File: config.mk
export PLATFORM = sky130hd
export DESIGN_NAME = irq_regdec
export DESIGN_NICKNAME = d
export VERILOG_FILES = /design/src/rtl/irq_regdec_pkg.sv /design/src/rtl/irq_regdec_decode.sv /design/src/rtl/irq_regdec_mask.sv /design/src/rtl/irq_regdec_rdmux.sv /design/src/rtl/irq_regdec.sv
export SDC_FILE = /design/constraint.sdc
export NUM_CORES = 1
export LEC_CHECK = 0
export ABC_AREA = 1
export ABC_CLOCK_PERIOD_IN_PS = 6160
export BUFFER_PORTS_ARGS = -buffer_cell sky130_fd_sc_hd__buf_2
export CAP_MARGIN = 20
export CORE_AREA = 2 2 201 203
export CTS_CLUSTER_SIZE = 30
export DETAILED_ROUTE_END_ITERATION = 8
export DIE_AREA = 0 0 203 205
export SKIP_CTS_REPAIR_TIMING = 1
export SLEW_MARGIN = 20
export SYNTH_ARGS = -nofsm -noshare
export SYNTH_HDL_FRONTEND = slang
export SYNTH_SLANG_ARGS = --single-unit
File: constraint.sdc
create_clock -name clk -period 6.16 [get_ports clk]
set_clock_uncertainty 0.15 [all_clocks]
set_input_delay 1.232 -clock clk [delete_from_list [all_inputs] [get_ports clk]]
set_output_delay 1.232 -clock clk [all_outputs]
set_load 0.005 [all_outputs]
File: src/rtl/irq_regdec_pkg.sv
package irq_regdec_pkg;

   localparam int unsigned OFS_DOM     = 32'h0000;
   localparam int unsigned OFS_CFG     = 32'h0004;
   localparam int unsigned OFS_SETIP   = 32'h1C00;
   localparam int unsigned OFS_SETIPN  = 32'h1CDC;
   localparam int unsigned OFS_INP     = 32'h1D00;
   localparam int unsigned OFS_CLRIPN  = 32'h1DDC;
   localparam int unsigned OFS_SETIE   = 32'h1E00;
   localparam int unsigned OFS_SETIEN  = 32'h1EDC;
   localparam int unsigned OFS_CLRIE   = 32'h1F00;
   localparam int unsigned OFS_CLRIEN  = 32'h1FDC;
   localparam int unsigned OFS_NUM_LE  = 32'h2000;
   localparam int unsigned OFS_NUM_BE  = 32'h2004;
   localparam int unsigned OFS_GEN     = 32'h3000;
   localparam int unsigned OFS_TGT     = 32'h3004;

   localparam logic [31:0] DOM_FIXED  = 32'h8000_0000;
   localparam int unsigned DOM_DM_BIT = 2;
   localparam int unsigned DOM_IE_BIT = 8;

   typedef enum logic [3:0] {
      RG_NONE, RG_DOM, RG_CFG, RG_TGT,
      RG_SETIP, RG_INP, RG_SETIE, RG_CLRIE,
      RG_SETIPN, RG_CLRIPN, RG_SETIEN, RG_CLRIEN,
      RG_NUM_LE, RG_NUM_BE, RG_GEN
   } region_t;

   function automatic logic [31:0] swap_bytes(input logic [31:0] v);
      return {v[7:0], v[15:8], v[23:16], v[31:24]};
   endfunction

endpackage

File: src/rtl/irq_regdec_decode.sv
module irq_regdec_decode
   import irq_regdec_pkg::*;
#(
   parameter int unsigned NSRC = 40,
   parameter int unsigned AW   = 15,
   parameter int unsigned IW   = 6,
   parameter int unsigned WIW  = 1
) (
   input  logic [AW-1:0]  addr,
   input  logic [2:0]     size,
   output region_t        region,
   output logic [IW-1:0]  src_idx,
   output logic [WIW-1:0] word_idx,
   output logic           err
);
   localparam int unsigned NIRQ    = NSRC + 1;
   localparam int unsigned NWORDS  = (NIRQ + 31) / 32;
   localparam int unsigned ARR_SPAN = NSRC * 4;
   localparam int unsigned VEC_SPAN = NWORDS * 4;

   logic [31:0] off;

   always_comb begin
      off      = 32'(addr);
      region   = RG_NONE;
      src_idx  = '0;
      word_idx = '0;
      if (addr[1:0] == 2'b00 && size == 3'd4) begin
         if (off == OFS_DOM) region = RG_DOM;
         else if (off >= OFS_CFG && off < OFS_CFG + ARR_SPAN) begin
            region  = RG_CFG;
            src_idx = IW'((off - OFS_CFG) >> 2) + IW'(1);
         end
         else if (off >= OFS_TGT && off < OFS_TGT + ARR_SPAN) begin
            region  = RG_TGT;
            src_idx = IW'((off - OFS_TGT) >> 2) + IW'(1);
         end
         else if (off >= OFS_SETIP && off < OFS_SETIP + VEC_SPAN) begin
            region   = RG_SETIP;
            word_idx = WIW'((off - OFS_SETIP) >> 2);
         end
         else if (off >= OFS_INP && off < OFS_INP + VEC_SPAN) begin
            region   = RG_INP;
            word_idx = WIW'((off - OFS_INP) >> 2);
         end
         else if (off >= OFS_SETIE && off < OFS_SETIE + VEC_SPAN) begin
            region   = RG_SETIE;
            word_idx = WIW'((off - OFS_SETIE) >> 2);
         end
         else if (off >= OFS_CLRIE && off < OFS_CLRIE + VEC_SPAN) begin
            region   = RG_CLRIE;
            word_idx = WIW'((off - OFS_CLRIE) >> 2);
         end
         else if (off == OFS_SETIPN) region = RG_SETIPN;
         else if (off == OFS_CLRIPN) region = RG_CLRIPN;
         else if (off == OFS_SETIEN) region = RG_SETIEN;
         else if (off == OFS_CLRIEN) region = RG_CLRIEN;
         else if (off == OFS_NUM_LE) region = RG_NUM_LE;
         else if (off == OFS_NUM_BE) region = RG_NUM_BE;
         else if (off == OFS_GEN)    region = RG_GEN;
      end
      err = (region == RG_NONE);
   end

endmodule

File: src/rtl/irq_regdec_mask.sv
module irq_regdec_mask
   import irq_regdec_pkg::*;
#(
   parameter int unsigned NIRQ = 41,
   parameter int unsigned WIW  = 1
) (
   input  region_t        region,
   input  logic [WIW-1:0] word_idx,
   input  logic [31:0]    wdata,
   output logic [NIRQ-1:0] mask
);
   logic [31:0] num;
   logic        is_num;
   logic        is_vec;

   always_comb begin
      num    = (region == RG_NUM_BE) ? swap_bytes(wdata) : wdata;
      is_num = region inside {RG_SETIPN, RG_CLRIPN, RG_SETIEN, RG_CLRIEN,
                              RG_NUM_LE, RG_NUM_BE};
      is_vec = region inside {RG_SETIP, RG_INP, RG_SETIE, RG_CLRIE};
   end

   for (genvar j = 0; j < NIRQ; j++) begin : g_bit
      localparam int unsigned WRD = j / 32;
      localparam int unsigned POS = j % 32;
      if (j == 0) begin : g_src0
         assign mask[j] = 1'b0;
      end else begin : g_src
         assign mask[j] = (is_num && num == 32'(j)) ||
                          (is_vec && word_idx == WIW'(WRD) && wdata[POS]);
      end
   end

endmodule

File: src/rtl/irq_regdec_rdmux.sv
module irq_regdec_rdmux
   import irq_regdec_pkg::*;
#(
   parameter int unsigned NIRQ   = 41,
   parameter int unsigned NWORDS = 2,
   parameter int unsigned WIW    = 1
) (
   input  region_t         region,
   input  logic [WIW-1:0]  word_idx,
   input  logic            ie,
   input  logic [NIRQ-1:0] pend_bits,
   input  logic [NIRQ-1:0] enab_bits,
   input  logic [NIRQ-1:0] rin_bits,
   input  logic [31:0]     cfg_rdata,
   input  logic [31:0]     tgt_rdata,
   input  logic [31:0]     gen_rdata,
   output logic [31:0]     rdata
);
   localparam int unsigned VW = NWORDS * 32;

   logic [VW-1:0] pend_pad, enab_pad, rin_pad;

   always_comb begin
      pend_pad = '0;
      enab_pad = '0;
      rin_pad  = '0;
      pend_pad[NIRQ-1:0] = pend_bits & ~NIRQ'(1);
      enab_pad[NIRQ-1:0] = enab_bits & ~NIRQ'(1);
      rin_pad[NIRQ-1:0]  = rin_bits  & ~NIRQ'(1);
      unique case (region)
         RG_DOM:   rdata = DOM_FIXED | (32'(1) << DOM_DM_BIT) |
                           (32'(ie) << DOM_IE_BIT);
         RG_CFG:   rdata = cfg_rdata;
         RG_TGT:   rdata = tgt_rdata;
         RG_GEN:   rdata = gen_rdata;
         RG_SETIP: rdata = pend_pad[32*int'(word_idx) +: 32];
         RG_INP:   rdata = rin_pad[32*int'(word_idx) +: 32];
         RG_SETIE: rdata = enab_pad[32*int'(word_idx) +: 32];
         default:  rdata = '0;
      endcase
   end

endmodule

File: src/rtl/irq_regdec.sv
module irq_regdec
   import irq_regdec_pkg::*;
#(
   parameter int unsigned NSRC = 40,
   parameter int unsigned AW   = 15,
   localparam int unsigned NIRQ   = NSRC + 1,
   localparam int unsigned NWORDS = (NIRQ + 31) / 32,
   localparam int unsigned IW     = $clog2(NIRQ),
   localparam int unsigned WIW    = (NWORDS > 1) ? $clog2(NWORDS) : 1
) (
   input  logic            clk,
   input  logic            rst_n,
   input  logic            acc_valid,
   input  logic            acc_write,
   input  logic [AW-1:0]   acc_addr,
   input  logic [2:0]      acc_size,
   input  logic [31:0]     acc_wdata,
   input  logic [NIRQ-1:0] pend_bits,
   input  logic [NIRQ-1:0] enab_bits,
   input  logic [NIRQ-1:0] rin_bits,
   input  logic [31:0]     cfg_rdata,
   input  logic [31:0]     tgt_rdata,
   input  logic [31:0]     gen_rdata,
   output logic [IW-1:0]   sel_src,
   output logic            cfg_we,
   output logic            tgt_we,
   output logic            gen_we,
   output logic [31:0]     wr_data,
   output logic [NIRQ-1:0] pend_set,
   output logic [NIRQ-1:0] pend_clr,
   output logic [NIRQ-1:0] enab_set,
   output logic [NIRQ-1:0] enab_clr,
   output logic            domain_ie,
   output logic            rsp_valid,
   output logic [31:0]     rsp_rdata,
   output logic            rsp_err
);

   if (NSRC < 1 || NSRC > 1023) begin : g_bad_nsrc
      $error("irq_regdec: NSRC must lie in 1..1023");
   end
   if (AW < 15) begin : g_bad_aw
      $error("irq_regdec: AW must be at least 15 to reach the target array");
   end

   region_t         region;
   logic [WIW-1:0]  word_idx;
   logic            dec_err;
   logic [NIRQ-1:0] mask;
   logic [31:0]     rd_word;
   logic            wr_ok;

   irq_regdec_decode #(.NSRC(NSRC), .AW(AW), .IW(IW), .WIW(WIW)) i_decode (
      .addr     (acc_addr),
      .size     (acc_size),
      .region   (region),
      .src_idx  (sel_src),
      .word_idx (word_idx),
      .err      (dec_err)
   );

   irq_regdec_mask #(.NIRQ(NIRQ), .WIW(WIW)) i_mask (
      .region   (region),
      .word_idx (word_idx),
      .wdata    (acc_wdata),
      .mask     (mask)
   );

   irq_regdec_rdmux #(.NIRQ(NIRQ), .NWORDS(NWORDS), .WIW(WIW)) i_rdmux (
      .region    (region),
      .word_idx  (word_idx),
      .ie        (domain_ie),
      .pend_bits (pend_bits),
      .enab_bits (enab_bits),
      .rin_bits  (rin_bits),
      .cfg_rdata (cfg_rdata),
      .tgt_rdata (tgt_rdata),
      .gen_rdata (gen_rdata),
      .rdata     (rd_word)
   );

   assign wr_ok   = acc_valid && acc_write && !dec_err;
   assign wr_data = acc_wdata;
   assign cfg_we  = wr_ok && region == RG_CFG;
   assign tgt_we  = wr_ok && region == RG_TGT;
   assign gen_we  = wr_ok && region == RG_GEN;

   always_comb begin
      pend_set = '0;
      pend_clr = '0;
      enab_set = '0;
      enab_clr = '0;
      if (wr_ok) begin
         unique case (region)
            RG_SETIP, RG_SETIPN, RG_NUM_LE, RG_NUM_BE: pend_set = mask;
            RG_INP, RG_CLRIPN:                         pend_clr = mask;
            RG_SETIE, RG_SETIEN:                       enab_set = mask;
            RG_CLRIE, RG_CLRIEN:                       enab_clr = mask;
            default: ;
         endcase
      end
   end

   always_ff @(posedge clk or negedge rst_n) begin
      if (!rst_n) begin
         domain_ie <= 1'b0;
         rsp_valid <= 1'b0;
         rsp_rdata <= '0;
         rsp_err   <= 1'b0;
      end else begin
         if (wr_ok && region == RG_DOM) domain_ie <= acc_wdata[DOM_IE_BIT];
         rsp_valid <= acc_valid;
         rsp_err   <= acc_valid && dec_err;
         rsp_rdata <= (acc_valid && !acc_write && !dec_err) ? rd_word : '0;
      end
   end

   // malformed accesses raise nothing now and report an error next
   p_bad_no_strobe_r1: assert property (@(posedge clk) disable iff (!rst_n)
      acc_valid && (acc_addr[1:0] != 2'b00 || acc_size != 3'd4) |->
         !(|{pend_set, pend_clr, enab_set, enab_clr, cfg_we, tgt_we, gen_we}));
   p_bad_err_r1: assert property (@(posedge clk) disable iff (!rst_n)
      acc_valid && (acc_addr[1:0] != 2'b00 || acc_size != 3'd4) |=>
         rsp_err && rsp_rdata == 32'd0);

   // the enable flag moves only on a domain configuration write
   p_ie_hold_r3: assert property (@(posedge clk) disable iff (!rst_n)
      !(acc_valid && acc_write && acc_size == 3'd4 && acc_addr == '0) |=>
         $stable(domain_ie));

   // at most one class of strobe per cycle
   p_one_class_r5: assert property (@(posedge clk) disable iff (!rst_n)
      $countones({|pend_set, |pend_clr, |enab_set, |enab_clr,
                  cfg_we, tgt_we, gen_we}) <= 1);

   // a by-number write touches at most one source
   p_num_onehot_r7: assert property (@(posedge clk) disable iff (!rst_n)
      acc_valid && acc_write &&
      region inside {RG_SETIPN, RG_CLRIPN, RG_SETIEN, RG_CLRIEN,
                     RG_NUM_LE, RG_NUM_BE} |->
         $onehot0(pend_set | pend_clr | enab_set | enab_clr));

   // one reply per access, in the following cycle
   p_rsp_follow_r10: assert property (@(posedge clk) disable iff (!rst_n)
      acc_valid |=> rsp_valid);
   p_rsp_idle_r10: assert property (@(posedge clk) disable iff (!rst_n)
      !acc_valid |=> !rsp_valid);

endmodule

* After elaboration in Yosys (flattened, before gate mapping)
Index checks and enable logic that the tools add are counted.
** Storage, ports and cells
- Register bits after elaboration :: 35
- Output and inout bits :: 240
- Logic and storage cells :: 277
** Operators by class
- Add/subtract/negate cells :: 8
- $lt $le $gt $ge :: 12
- Equal/unequal tests :: 62
- Shifts and indexed selects :: 3
- Mux-type cells :: 38
- Bitwise gates (word level) :: 1
- Reductions and logical operators :: 149
** Operators with widths (count)
- 32-bit by 5-bit equality test with 1-bit output, second input constant :: 16
- 41-bit two-way mux :: 8
- 32-bit by 6-bit equality test with 1-bit output, second input constant :: 9
- 32-bit by 4-bit equality test with 1-bit output, second input constant :: 8
- 32-bit one-hot mux with 7 select lines :: 1
- 64-bit by 7-bit variable part select with 32-bit output :: 3
- 32-bit by 3-bit equality test with 1-bit output, second input constant :: 4
- 1-bit logical AND :: 98
- 32-bit by 2-bit equality test with 1-bit output, second input constant :: 2
- 32-bit two-way mux :: 2
- 15-bit by 13-bit equality test with 1-bit output, second input constant :: 4
- 15-bit by 13-bit greater-or-equal comparator with 1-bit output, second input constant :: 4
- 15-bit by 13-bit < comparator with 1-bit output, second input constant :: 4
- 4-bit two-way mux :: 15
- 15-bit by 14-bit equality test with 1-bit output, second input constant :: 3
- 1-bit logical OR :: 40
- 32-bit by 1-bit equality test with 1-bit output, second input constant :: 1
- 4-bit equality test, second input constant :: 7
- 6-bit two-way mux :: 4
- 4-bit by 3-bit equality test with 1-bit output, second input constant :: 4
- 8-bit by 3-bit subtractor with 8-bit output, second input constant :: 2
- 15-bit by 14-bit greater-or-equal comparator with 1-bit output, second input constant :: 1
- 15-bit by 3-bit greater-or-equal comparator with 1-bit output, second input constant :: 1
- 15-bit logical NOT :: 1
- other kinds (16) :: 31

* Depth between registers and ports, before layout
Gate-level depths: netlist of the first run.
- Depth after elaboration :: 23
- Mapped depth :: 21
- Depth with buffers taken out :: 21

* Cells and area by module
Synthesis of the first run repeated with hierarchy kept, for this count alone.
** Second synthesis, totals
- Cells, all modules :: 1295
- Area, all modules :: 6396.1 um2
** Modules (own cells, without submodules)
- irq_regdec :: times used 1, cells each 387, area each 2384.8 um2, seq. area each 875.8 um2
- irq_regdec_rdmux :: times used 1, cells each 415, area each 1793.0 um2, seq. area each 0.0 um2
- irq_regdec_mask :: times used 1, cells each 292, area each 1221.2 um2, seq. area each 0.0 um2
- irq_regdec_decode :: times used 1, cells each 201, area each 997.2 um2, seq. area each 0.0 um2

* Worst setup path after synthesis of the first run
Ideal clock, no wire load.
- Path type :: in2out
- Start point :: input port acc_addr[8]
- End point :: output port enab_clr[24]
- Data arrival time :: 3228 ps
- Required time :: 4778 ps
- Slack :: 1550 ps
- Stages on the path :: 19
- Path buffers :: 2
- Path through :: buf_6 -> nor2_1 -> nand2_1 -> nor3_1 -> nand2_1 -> nand2_1 -> nand3_2 -> nor2_4 -> inv_2 -> nor2_8 -> nand2_4 -> nand2_1 -> nand2_1 -> nor2_2 -> nand3_2 -> buf_6 -> nor2_2 -> nor2_2 -> nor2_1
** Between the ends
- Longest elaborated chain between the ends :: 23
** RTL lines
- from (decl) :: line irq_regdec.sv:15 : input logic [AW-1:0] acc_addr,
- 15-bit by 14-bit equality test with 1-bit output :: line irq_regdec_decode.sv:60 : else if (off == OFS_GEN) region = RG_GEN;
- 4-bit two-way mux :: line irq_regdec_decode.sv:60
- 4-bit two-way mux :: line irq_regdec_decode.sv:59 : else if (off == OFS_NUM_BE) region = RG_NUM_BE;
- 4-bit two-way mux :: line irq_regdec_decode.sv:58 : else if (off == OFS_NUM_LE) region = RG_NUM_LE;
- 4-bit two-way mux :: line irq_regdec_decode.sv:57 : else if (off == OFS_CLRIEN) region = RG_CLRIEN;
- 4-bit two-way mux :: line irq_regdec_decode.sv:56 : else if (off == OFS_SETIEN) region = RG_SETIEN;
- 4-bit two-way mux :: line irq_regdec_decode.sv:55 : else if (off == OFS_CLRIPN) region = RG_CLRIPN;
- 4-bit two-way mux :: line irq_regdec_decode.sv:54 : else if (off == OFS_SETIPN) region = RG_SETIPN;
- [7 not listed]
- 4-bit two-way mux :: line irq_regdec_decode.sv:28 : if (addr[1:0] == 2'b00 && size == 3'd4) begin
- 4-bit equality test, or another cell as far along :: line irq_regdec_mask.sv:17, irq_regdec_mask.sv:18
- 32-bit two-way mux or 4-bit nonzero test (tied branches) :: line irq_regdec_mask.sv:17, irq_regdec_mask.sv:20
- 32-bit by 5-bit equality test with 1-bit output or 1-bit logical AND (tied branches) :: line irq_regdec_mask.sv:29, irq_regdec_mask.sv:30
- 1-bit logical AND, on equally long branches :: line irq_regdec_mask.sv:29, irq_regdec_mask.sv:30
- 1-bit logical OR :: line irq_regdec_mask.sv:29 : assign mask[j] = (is_num && num == 32'(j)) ||
- 41-bit two-way mux :: line irq_regdec.sv:94 : unique case (region)
- 41-bit two-way mux * :: line irq_regdec.sv:93 : if (wr_ok) begin
- to (decl) :: line irq_regdec.sv:32 : output logic [NIRQ-1:0] enab_clr,
Every way passes the cells marked *; elsewhere a longest branch is shown, timed or not.

* Final worst setup path of the first run
- Start point :: input port acc_addr[0]
- End point :: output port pend_set[25]
** Between the ends
- Longest elaborated chain between the ends :: 23
** RTL lines
- 15-bit by 14-bit equality test with 1-bit output :: line irq_regdec_decode.sv:60
- 4-bit two-way mux :: line irq_regdec_decode.sv:60
- 4-bit two-way mux :: line irq_regdec_decode.sv:59
- 4-bit two-way mux :: line irq_regdec_decode.sv:58
- 4-bit two-way mux :: line irq_regdec_decode.sv:57
- 4-bit two-way mux :: line irq_regdec_decode.sv:56
- 4-bit two-way mux :: line irq_regdec_decode.sv:55
- 4-bit two-way mux :: line irq_regdec_decode.sv:54
- [7 not listed]
- 4-bit two-way mux :: line irq_regdec_decode.sv:28
- 4-bit equality test, or another cell as far along :: line irq_regdec_mask.sv:17, irq_regdec_mask.sv:18, irq_regdec.sv:94
- 32-bit two-way mux or 4-bit nonzero test (tied branches) :: line irq_regdec_mask.sv:17, irq_regdec_mask.sv:20
- 32-bit by 5-bit equality test with 1-bit output or 1-bit logical AND (tied branches) :: line irq_regdec_mask.sv:29, irq_regdec_mask.sv:30
- 1-bit logical AND, on equally long branches :: line irq_regdec_mask.sv:29, irq_regdec_mask.sv:30
- 1-bit logical OR :: line irq_regdec_mask.sv:29
- 41-bit two-way mux :: line irq_regdec.sv:94
- 41-bit two-way mux * :: line irq_regdec.sv:93
- to (decl) :: line irq_regdec.sv:29 : output logic [NIRQ-1:0] pend_set,
Marked as above.

==> results by group, run 1 <==
Power and ir drop
  – Worst vdd ir: 0.0799 mV
  – Leak: 4.96 nW
  – P per Cell Area: 78.8 nW/um^2

Yosys
  – Seq/Total Area, Yosys: 14.9%
  – Synth async-reset ratio: 100%
  – Synth Register Bits: 35
  – Synth Flop Type: dfrtp_1
  – Gate Count Post-Synth: 1171
  – Synth warn: 0
  – Number of synthesized flops with an enable pin: 0
  – Top post-synthesis cells by area: nand2_1 (26%), nor2_1 (17%), dfrtp_1 (15%), a21oi_1 (9.4%), nand3_1 (6.3%)
  – Synth cell count leaders: nand2_1 (410), nor2_1 (264), a21oi_1 (111)
  – Avg Inst Size Synth: between 5 and 6 sq um
  – Top-area cell type share of the netlist area: 26.1%
  – Area leader, netlist: nand2_1
  – Distinct cells, synth: 35
  – Mapped cell area: 5890 sq um
  – Cell with the most instances after synthesis: nand2_1

Global route
  – Overflow after GRT: 0
  – Tot GR Track Use: between 10% and 20%
  – Largest net degree at the start of global routing: 41
  – Initial antenna violation count: 5
  – First-pass GRT wire length: about 50000 microns
  – Vias in the first global route: around 8.6k

Floorplanning
  – Starting Density: between 10% and 20%
  – Die area: 41600 sq um
  – Die height: between 200 and 250 microns
  – Core box area: roughly 40000 sq um
  – Chip Width: ~200 microns
  – Rows: 73
  – IO Count: 513

Worst setup path
  – CP Launch Point: acc_addr[0]
  – Critical Path RT: 4.78 ns
  – Arrival @ worst endpoint: 4.38 ns
  – R2R Path Start: domain_ie$_DFFE_PN0P_
  – Crit Path Max Fanout: 15
  – Crit Path Class: primary input to output pin
  – Worst setup EP type: output pin
  – CP Launch Type: primary input

Placement
  – Detail Placement HPWL: 30100 microns
  – Port Buf Inserts: 505
  – Pre-CTS setup slack: 0.329 ns
  – RD Place Congestion: 0.934

Finish
  – Area grow syn2layout: 51.1%
  – Final-layout fill cell count: 4574
  – Layout cells sized above 1: 36.5%
  – # nets final: 1894

Timing
  – Final worst setup slack: ~0.40 ns
  – Fin crit period: roughly 5.8 ns
  – Unrepaired setup endpoints after global routing: false
  – Worst-Margin Slew: 0.972 ns
  – Final Cycle Share: 93.5%
  – Setup TNS: 0 ns
  – Max-slew headroom: 35.2%
  – Final Hold Vio Count: 0
  – Slew Limit Fails: 0
  – Max Clk Rate: 174 MHz
  – Setup-failing EPs final: 0

Route
  – Final wirelength: 35500 microns
  – Via density: 4.26
  – DRC: 0
  – Via count: 9123
  – Routed len/inst: 16.6 microns
  – 1st-iter DRT viols: 858
  – Routed Antenna Nets: 0
  – Drt pass-1 iters: 5

Min path
  – Hold_sp: domain_ie$_DFFE_PN0P_
  – Min-Delay Path Class: register to register

Clock network
  – Clock H-tree levels: 2
  – Clk_lat worst skew: 0.28 ns
  – Clk slew on worst S/H paths: 0.07 ns
  – CTS tree: yes
  – Clk buf depth: 2
  – CTS sink cnt: 35
  – Num CTS Buffers: 5
  – CTS root buf: clkbuf_16

Run
  – Max-Cap Viols: 0

Status
  – Status: completed
[metal layers]
layer / global-route usage [%] / routed length [microns] / vias up
met5: 0 / 0 / -
met4: 3.10 / 604 / 0
met3: 1.50 / 2410 / 32
met2: 29.2 / 17500 / 462
met1: 20.0 / 15000 / 4154
li1: - / - / 4475
[registers in the layout (all words and copies together) (netlist names)]
name and flops:
rsp_rdata 32, rsp_err 1, rsp_valid 1, domain_ie 1
[cells in the final DEF, fill, tap and decap left out, drive strengths merged]
| cell | instances |
|---|---|
| a21oi | 112 |
| nand3b | 1 |
| o21ai | 6 |
| o211ai | 1 |
| nor3 | 9 |
| or2 | 1 |
| nand3 | 79 |
| nor2 | 295 |
| nor4 | 7 |
| buf | 524 |
| nand4 | 7 |
| dfrtp | 35 |
| xor2 | 4 |
| clkbuf | 6 |
| diode | 1 |
| ha | 4 |
| xnor2 | 2 |
| conb | 4 |
| nand2 | 413 |
| clkinv | 2 |
| and2 | 2 |
| inv | 98 |
| a21boi | 5 |
[per-stage QoR]
| stage | total power (W) | util, % | cell area (sq um) | cells | hold WS, ns |
|---|---|---|---|---|---|
| 2_1_floorplan | 0.000318 | - | 5910 | 1174 | 0.345 |
| 3_3_place_gp | 0.000438 | 22.2 | 8730 | 2134 | 0.345 |
| 3_5_place_dp | 0.000439 | 22.2 | 8730 | 2134 | 0.366 |
| 4_1_cts | 0.000716 | 22.6 | 8880 | 2141 | 0.382 |
| 5_1_grt | 0.000746 | 22.6 | 8910 | 2143 | 0.432 |
| 6_report | 0.000702 | 22.6 | 8910 | 2143 | 0.374 |
[logic make-up after synthesis]
logic type                 Yosys count  share of synthesized area [%]
AOI/OAI and AO/OA                  124                           10.9
xor gates and xnor gates             6                          0.892
adders and majority gates            4                          0.849
buffers and inverters              187                           15.2
DFF                                 35                           14.9
other                                1                         0.0636
and+or+nand+nor                    814                           57.2
[cell type report]
class                      count  area (sq um)  area share [%]
inverter                      99           372            4.17
tap                          525           657            7.37
multi-input combinational    952          4170            46.8
clock buffer                   6           139            1.56
timing repair buffer         524          2690            30.2
sequential                    35           876            9.83
clock inverter                 1          5.00          0.0562
antenna                        1          2.50          0.0281
[worst max-delay path: stages]
cell     delay (ns)
buf_2          0.10
nor2_1         0.35
nand2_1        0.09
nor2_1         0.34
nand2_1        0.10
nand3_1        0.09
nor2_1         0.04
nand4_1        0.06
nand2_1        0.24
inv_2          0.28
nand2_4        0.10
nand2_1        0.07
nand2_1        0.07
nor2_2         0.15
nand3_2        0.35
nor2_2         0.27
nor2_2         0.10
nor2_1         0.17
buf_2          0.15
[where the power goes]
part	switching (W)	total, W	internal (W)
clock network	0.000107	0.000266	0.000158
registers	0.000000171	0.000231	0.000231
logic	0.000112	0.000205	0.0000931
total	0.000220	0.000702	0.000482
[path summary, 6_finish.rpt]
check	end	slack, ns	depth (start not counted)
max in group asynchronous	rsp_rdata[30]$_DFF_PN0_	4.38	1
worst max register to register	rsp_rdata[8]$_DFF_PN0_	4.94	6
worst max-delay path	pend_set[25]	0.40	19
worst min-delay path	domain_ie$_DFFE_PN0P_	0.37	2
min in group asynchronous	rsp_rdata[10]$_DFF_PN0_	0.92	1
worst min register to register	domain_ie$_DFFE_PN0P_	0.37	2
Power figures use the tool's default switching activity.
==> run 2, diff against run 1 <==
Settings changed: CELL_PAD_IN_SITES_DETAIL_PLACEMENT from default to 1, CELL_PAD_IN_SITES_GLOBAL_PLACEMENT from default to 1, CORE_AREA 2 2 201 203 to 2 2 198 200, DIE_AREA 0 0 203 205 to 0 0 200 202, PLACE_DENSITY_LB_ADDON from default to 0.1.
==> results by group, run 2 (synthesis results as in run 1) <==
Power and ir drop
  – Leak: 4.95 nW
  – Clock Power Share: 37.3%
  – Reg power frac: between 30% and 40%
  – Power share of the combinational group: 29.6%
  – NetSw: between 0.0002 and 0.00025 W
  – Sw Share: 32.1%
  – Power Internal: 0.000474 W
  – P per Cell Area: 78.2 nW/um^2
  – Worst vdd ir: between 0.08 and 0.09 mV

Global route
  – Tot GR Track Use: 18.9%
  – First-pass GRT wire length: around 57000 microns
  – Largest net degree at the start of global routing: 41
  – Initial antenna violation count: 13
  – Vias in the first global route: 9525
  – Overflow after GRT: 0

Route
  – Drt pass-1 iters: 4
  – Final wirelength: 39400 microns
  – Routed len/inst: 18.3 microns
  – Routed Antenna Nets: 0
  – Via density: 4.21
  – 1st-iter DRT viols: 281
  – Via count: 9058
  – DRC: 0

Min path
  – Min-Delay Path Class: register to register
  – Hold_sp: domain_ie$_DFFE_PN0P_
  – Hold EP: domain_ie$_DFFE_PN0P_
  – Hold-critical path depth: 2

Worst setup path
  – Worst r2r dst: rsp_rdata[8]$_DFF_PN0_
  – Worst setup EP type: output pin
  – FF-to-FF setup slack: 4.98 ns
  – R2R depth: 6
  – Critical Path RT: 4.78 ns
  – Crit Path Max Fanout: 10
  – Crit Path Class: primary input to output pin
  – R2R Path Start: domain_ie$_DFFE_PN0P_
  – Arrival @ worst endpoint: 4.17 ns
  – CP Launch Type: primary input

Floorplanning
  – Die area: 40400 sq um
  – IO Count: 513
  – Rows: 72
  – Core box area: 38300 sq um
  – Die height: 202 microns
  – Starting Density: 15.4%
  – Chip Width: 200 microns

Timing
  – WHS: around 0.39 ns
  – Unrepaired setup endpoints after global routing: false
  – Worst-Margin Slew: approximately 1 ns
  – Fin crit period: ~5.6 ns
  – Slew Limit Fails: 0
  – Setup TNS: 0 ns
  – Setup-failing EPs final: 0
  – Max-slew headroom: 34.0%
  – Final Cycle Share: approximately nine tenths
  – Final Hold Vio Count: 0
  – Max Clk Rate: 180 MHz

Finish
  – Most frequent cells in the layout: buf_2 (505), nand2_1 (410), nor2_1 (260)
  – # nets final: 1895
  – Multi-input logic area: 4170 sq um
  – Final-layout fill cell count: 5135
  – Final instance area: 8920 sq um
  – Layout cells sized above 1: between 30% and 40%
  – Reg with most FFs: rsp_rdata
  – Commonest non-fill, non-tap cell in the layout: buf_2
  – Area grow syn2layout: 51.3%
  – Largest register FFs: 32
  – Sequential Area: 876 sq um

Placement
  – RD Place Congestion: 0.770
  – Detail Placement HPWL: 32400 microns
  – Placed Area: about 9000 sq um
  – Port Buf Inserts: roughly 510

Status
  – Status: completed

Clock network
  – CTS sink cnt: 35
  – Clock H-tree levels: 2
  – Clk buf depth: 2
  – Clk slew on worst S/H paths: ~0.060 ns
  – CTS root buf: clkbuf_16
  – Clk_lat worst skew: 0.29 ns
  – Num CTS Buffers: 5
  – CTS tree: yes

Run
  – Max-Cap Viols: 0
-- run 2: changes by cell type in the layout (fill, tap and decap cells not counted) --
cell,delta
buf_16,-1
clkbuf_1,+2
buf_12,+1
nor2_1,-1
clkbuf_8,-1
nand3_1,+1
nand3_2,-1
nor2_2,+1
buf_4,+1
diode_2,+11
-- run 2: through the flow --
step,worst slack (ns),power [W],utilization (%),cells
global route,0.144,0.000741,23.3,2147
detailed placement,0.446,0.000443,22.8,2129
floorplan,1.55,0.000318,-,1174
global placement,0.418,0.000442,22.8,2129
CTS,0.431,0.000716,23.2,2137
finish,0.604,0.000697,23.3,2149
-- run 2: cell type report --
type / count / share of cell area [%]
Multi-Input combinational cell: 952 / 46.7
Inverter: 99 / 4.17
Sequential cell: 35 / 9.82
Clock inverter: 1 / 0.0561
Timing Repair Buffer: 525 / 30.2
Antenna cell: 12 / 0.337
Tap cell: 518 / 7.27
Clock buffer: 7 / 1.49
-- run 2: how the worst max path moves through the flow --
stage                           start      endpoint  slack, ns  cells after the start
after global placement    acc_addr[0]  pend_clr[30]       0.42                     19
after CTS                 acc_addr[0]  pend_clr[30]       0.43                     19
final                     acc_addr[2]  pend_clr[40]       0.60                     21
after floorplan           acc_addr[8]  enab_clr[24]       1.55                     19
after detailed placement  acc_addr[0]  pend_clr[30]       0.45                     19
after global routing      acc_addr[0]   enab_clr[8]       0.14                     19
-- run 2: per-layer routing --
metal	wire length (microns)	vias to the layer above	GRT usage [%]	share of wire [%]
li1	-	4489	-	-
met1	16500	4225	22.3	42
met2	19700	312	34.9	50
met3	2290	30	2.47	5.8
met4	806	2	5.87	2.0
met5	17	-	0	0.043
-- run 2: power groups by stage --
stage | clock, W | combinational (W) | sequential (W)
3_5_place_dp | 0 | 0.000208 | 0.000235
3_3_place_gp | 0 | 0.000207 | 0.000235
5_1_grt | 0.000278 | 0.000233 | 0.000231
2_1_floorplan | 0 | 0.0000832 | 0.000235
4_1_cts | 0.000276 | 0.000210 | 0.000231
6_report | 0.000260 | 0.000206 | 0.000231
-- run 2: critical path, stage by stage --
cell,delay (ns)
buf_2,0.19
inv_1,0.14
ha_1,0.21
nand2_1,0.08
inv_1,0.04
nand2_1,0.07
nor2_1,0.07
nor2_2,0.16
nand3_2,0.16
nor2_4,0.14
inv_2,0.09
nor2_8,0.21
nand2_4,0.10
nand2_1,0.08
nand2_1,0.12
nor2_1,0.27
nand2_1,0.24
inv_1,0.11
nand2_1,0.13
a21oi_1,0.17
buf_2,0.15
==> run 3, diff against run 2 <==
Settings changed: RECOVER_POWER from default to 100.
==> results by group, run 3 (synthesis results as in run 1) <==
Min path
  – Min-Delay Path Class: register to register

Finish
  – Reg with most FFs: rsp_rdata
  – Layout cells sized above 1: a little under a quarter
  – Sequential Area: 876 sq um
  – Final-layout fill cell count: approximately 5.2k
  – Commonest non-fill, non-tap cell in the layout: nand2_1
  – # nets final: approximately 1.9k
  – Area grow syn2layout: 46.3%
  – Final instance area: 8620 sq um
  – Most frequent cells in the layout: nand2_1 (411), buf_2 (303), nor2_1 (278)
  – Multi-input logic area: 4110 sq um
  – Largest register FFs: 32

Clock network
  – CTS root buf: clkbuf_16
  – Clk buf depth: 2
  – CTS sink cnt: 35
  – CTS tree: yes
  – Clk_lat worst skew: 0.29 ns
  – Num CTS Buffers: 5
  – Clk slew on worst S/H paths: 0.06 ns
  – Clock H-tree levels: 2

Route
  – Drt pass-1 iters: 4
  – Routed len/inst: 18.4 microns
  – Routed Antenna Nets: 0
  – Via density: ~4.2
  – DRC: 0
  – Final wirelength: approximately 40000 microns
  – Via count: a little over 9k
  – 1st-iter DRT viols: 306

Worst setup path
  – Critical Path RT: approximately 4.8 ns
  – Crit path cell chain: buf_2, nor2_1, nand3_1, nor3_1, nand2_1, nand2_1, nand2_1, nand2_1, nand2_4, inv_1, nand2_1, inv_2, buf_4, o21ai_0, buf_12, a21oi_1, clkbuf_1
  – Crit Path Max Fanout: 39
  – Slowest cell delay on critical path: 0.43 ns
  – CP Capture Point: pend_set[33]
  – Crit Path Class: primary input to output pin
  – CP Launch Point: acc_addr[4]
  – Worst path most repeated cell: nand2_1
  – Worst setup EP type: output pin
  – R2R depth: 6
  – Worst r2r dst: rsp_rdata[8]$_DFF_PN0_
  – CP max-delay cell: buf_4
  – R2R Path Start: domain_ie$_DFFE_PN0P_
  – Arrival @ worst endpoint: 4.27 ns
  – FF-to-FF setup slack: 4.96 ns
  – CP Launch Type: primary input

Status
  – Failing checks: capacitance limit, slew limit
  – Status: finished, violations left

Floorplanning
  – Chip Width: 200 microns
  – Die height: 202 microns
  – Starting Density: roughly 15%
  – Die area: 40400 sq um
  – Rows: 72
  – Core box area: 38300 sq um
  – IO Count: between 500 and 600

Timing
  – Final Cycle Share: 91.8%
  – Setup-failing EPs final: 0
  – Worst-Margin Slew: 2.39 ns
  – Setup TNS: 0 ns
  – Fin crit period: 5.65 ns
  – Slew Limit Fails: 53
  – Max-slew headroom: -59.2%
  – Final Hold Vio Count: 0
  – Max Clk Rate: 177 MHz
  – Unrepaired setup endpoints after global routing: false

Placement
  – Placed Area: 8750 sq um
  – Port Buf Inserts: 505
  – RD Place Congestion: about 0.77
  – Detail Placement HPWL: about 32000 microns

Run
  – Max-Cap Viols: 2

Global route
  – Tot GR Track Use: about a fifth
  – Initial antenna violation count: 13
  – Vias in the first global route: 9525
  – Largest net degree at the start of global routing: 41
  – First-pass GRT wire length: 57400 microns
  – Overflow after GRT: 0

Power and ir drop
  – Worst vdd ir: 0.0852 mV
  – Total power: 0.000693 W
  – Reg power frac: 33.3%
  – Power share of the combinational group: 29.2%
  – Sw Share: 32.2%
  – NetSw: 0.000223 W
  – Leak: 4.18 nW
  – Clock Power Share: 37.5%
  – Power Internal: 0.000470 W
  – P per Cell Area: 80.4 nW/um^2
[run 3: cell types whose count changed in the layout (fill, tap and decap cells not counted), moves of 4 or more]
cell,change
buf_2,-202
buf_4,-4
clkbuf_1,+183
clkbuf_2,+23
nor2_1,+18
nor2_2,-18
[run 3: how the worst min path moves through the flow]
stage / from / to / depth (start not counted)
final: domain_ie$_DFFE_PN0P_ / domain_ie$_DFFE_PN0P_ / 2
after global routing: domain_ie$_DFFE_PN0P_ / domain_ie$_DFFE_PN0P_ / 2
after CTS: domain_ie$_DFFE_PN0P_ / domain_ie$_DFFE_PN0P_ / 2
after detailed placement: domain_ie$_DFFE_PN0P_ / domain_ie$_DFFE_PN0P_ / 2
after global placement: domain_ie$_DFFE_PN0P_ / domain_ie$_DFFE_PN0P_ / 2
after floorplan: domain_ie$_DFFE_PN0P_ / domain_ie$_DFFE_PN0P_ / 2
[run 3: final cells by class]
type / instances / area share [%]
Inverter: 99 / 4.31
Multi-Input combinational cell: 952 / 47.6
Tap cell: 518 / 7.52
Sequential cell: 35 / 10.2
Clock inverter: 1 / 0.0581
Clock buffer: 7 / 1.54
Timing Repair Buffer: 525 / 28.4
Antenna cell: 12 / 0.348
[run 3: power groups by stage]
stage | sequential (W) | combinational [W] | clock (W)
after floorplan | 0.000235 | 0.0000832 | 0
after detailed placement | 0.000235 | 0.000208 | 0
after CTS | 0.000231 | 0.000210 | 0.000276
after global routing | 0.000231 | 0.000229 | 0.000278
final | 0.000231 | 0.000203 | 0.000260
after global placement | 0.000235 | 0.000207 | 0
[run 3: metal layers]
metal  up-vias  wire (microns)  GRT usage, %  share of wire, %
li1       4488               -             -                 -
met1      4239           16700          22.3                42
met2       309           19800          34.9                50
met3        34            2190          2.47               5.5
met4         2             833          5.87               2.1
met5         -              17             0             0.043
[run 3: worst max-delay path: cells and delay by family]
family / cells / cell delay (ns)
AO/OA/AOI/OAI: 2 / 0.51
buffers and inverters: 6 / 1.14
AND/OR/NAND/NOR: 9 / 1.36
[run 3: through the flow]
step | cells | setup WS [ns] | util (%) | hold WS (ns)
global route | 2147 | 0.0981 | 22.5 | 0.431
floorplan | 1174 | 1.55 | - | 0.345
detailed placement | 2129 | 0.446 | 22.8 | 0.388
finish | 2149 | 0.505 | 22.5 | 0.391
global placement | 2129 | 0.418 | 22.8 | 0.372
CTS | 2137 | 0.431 | 23.2 | 0.403
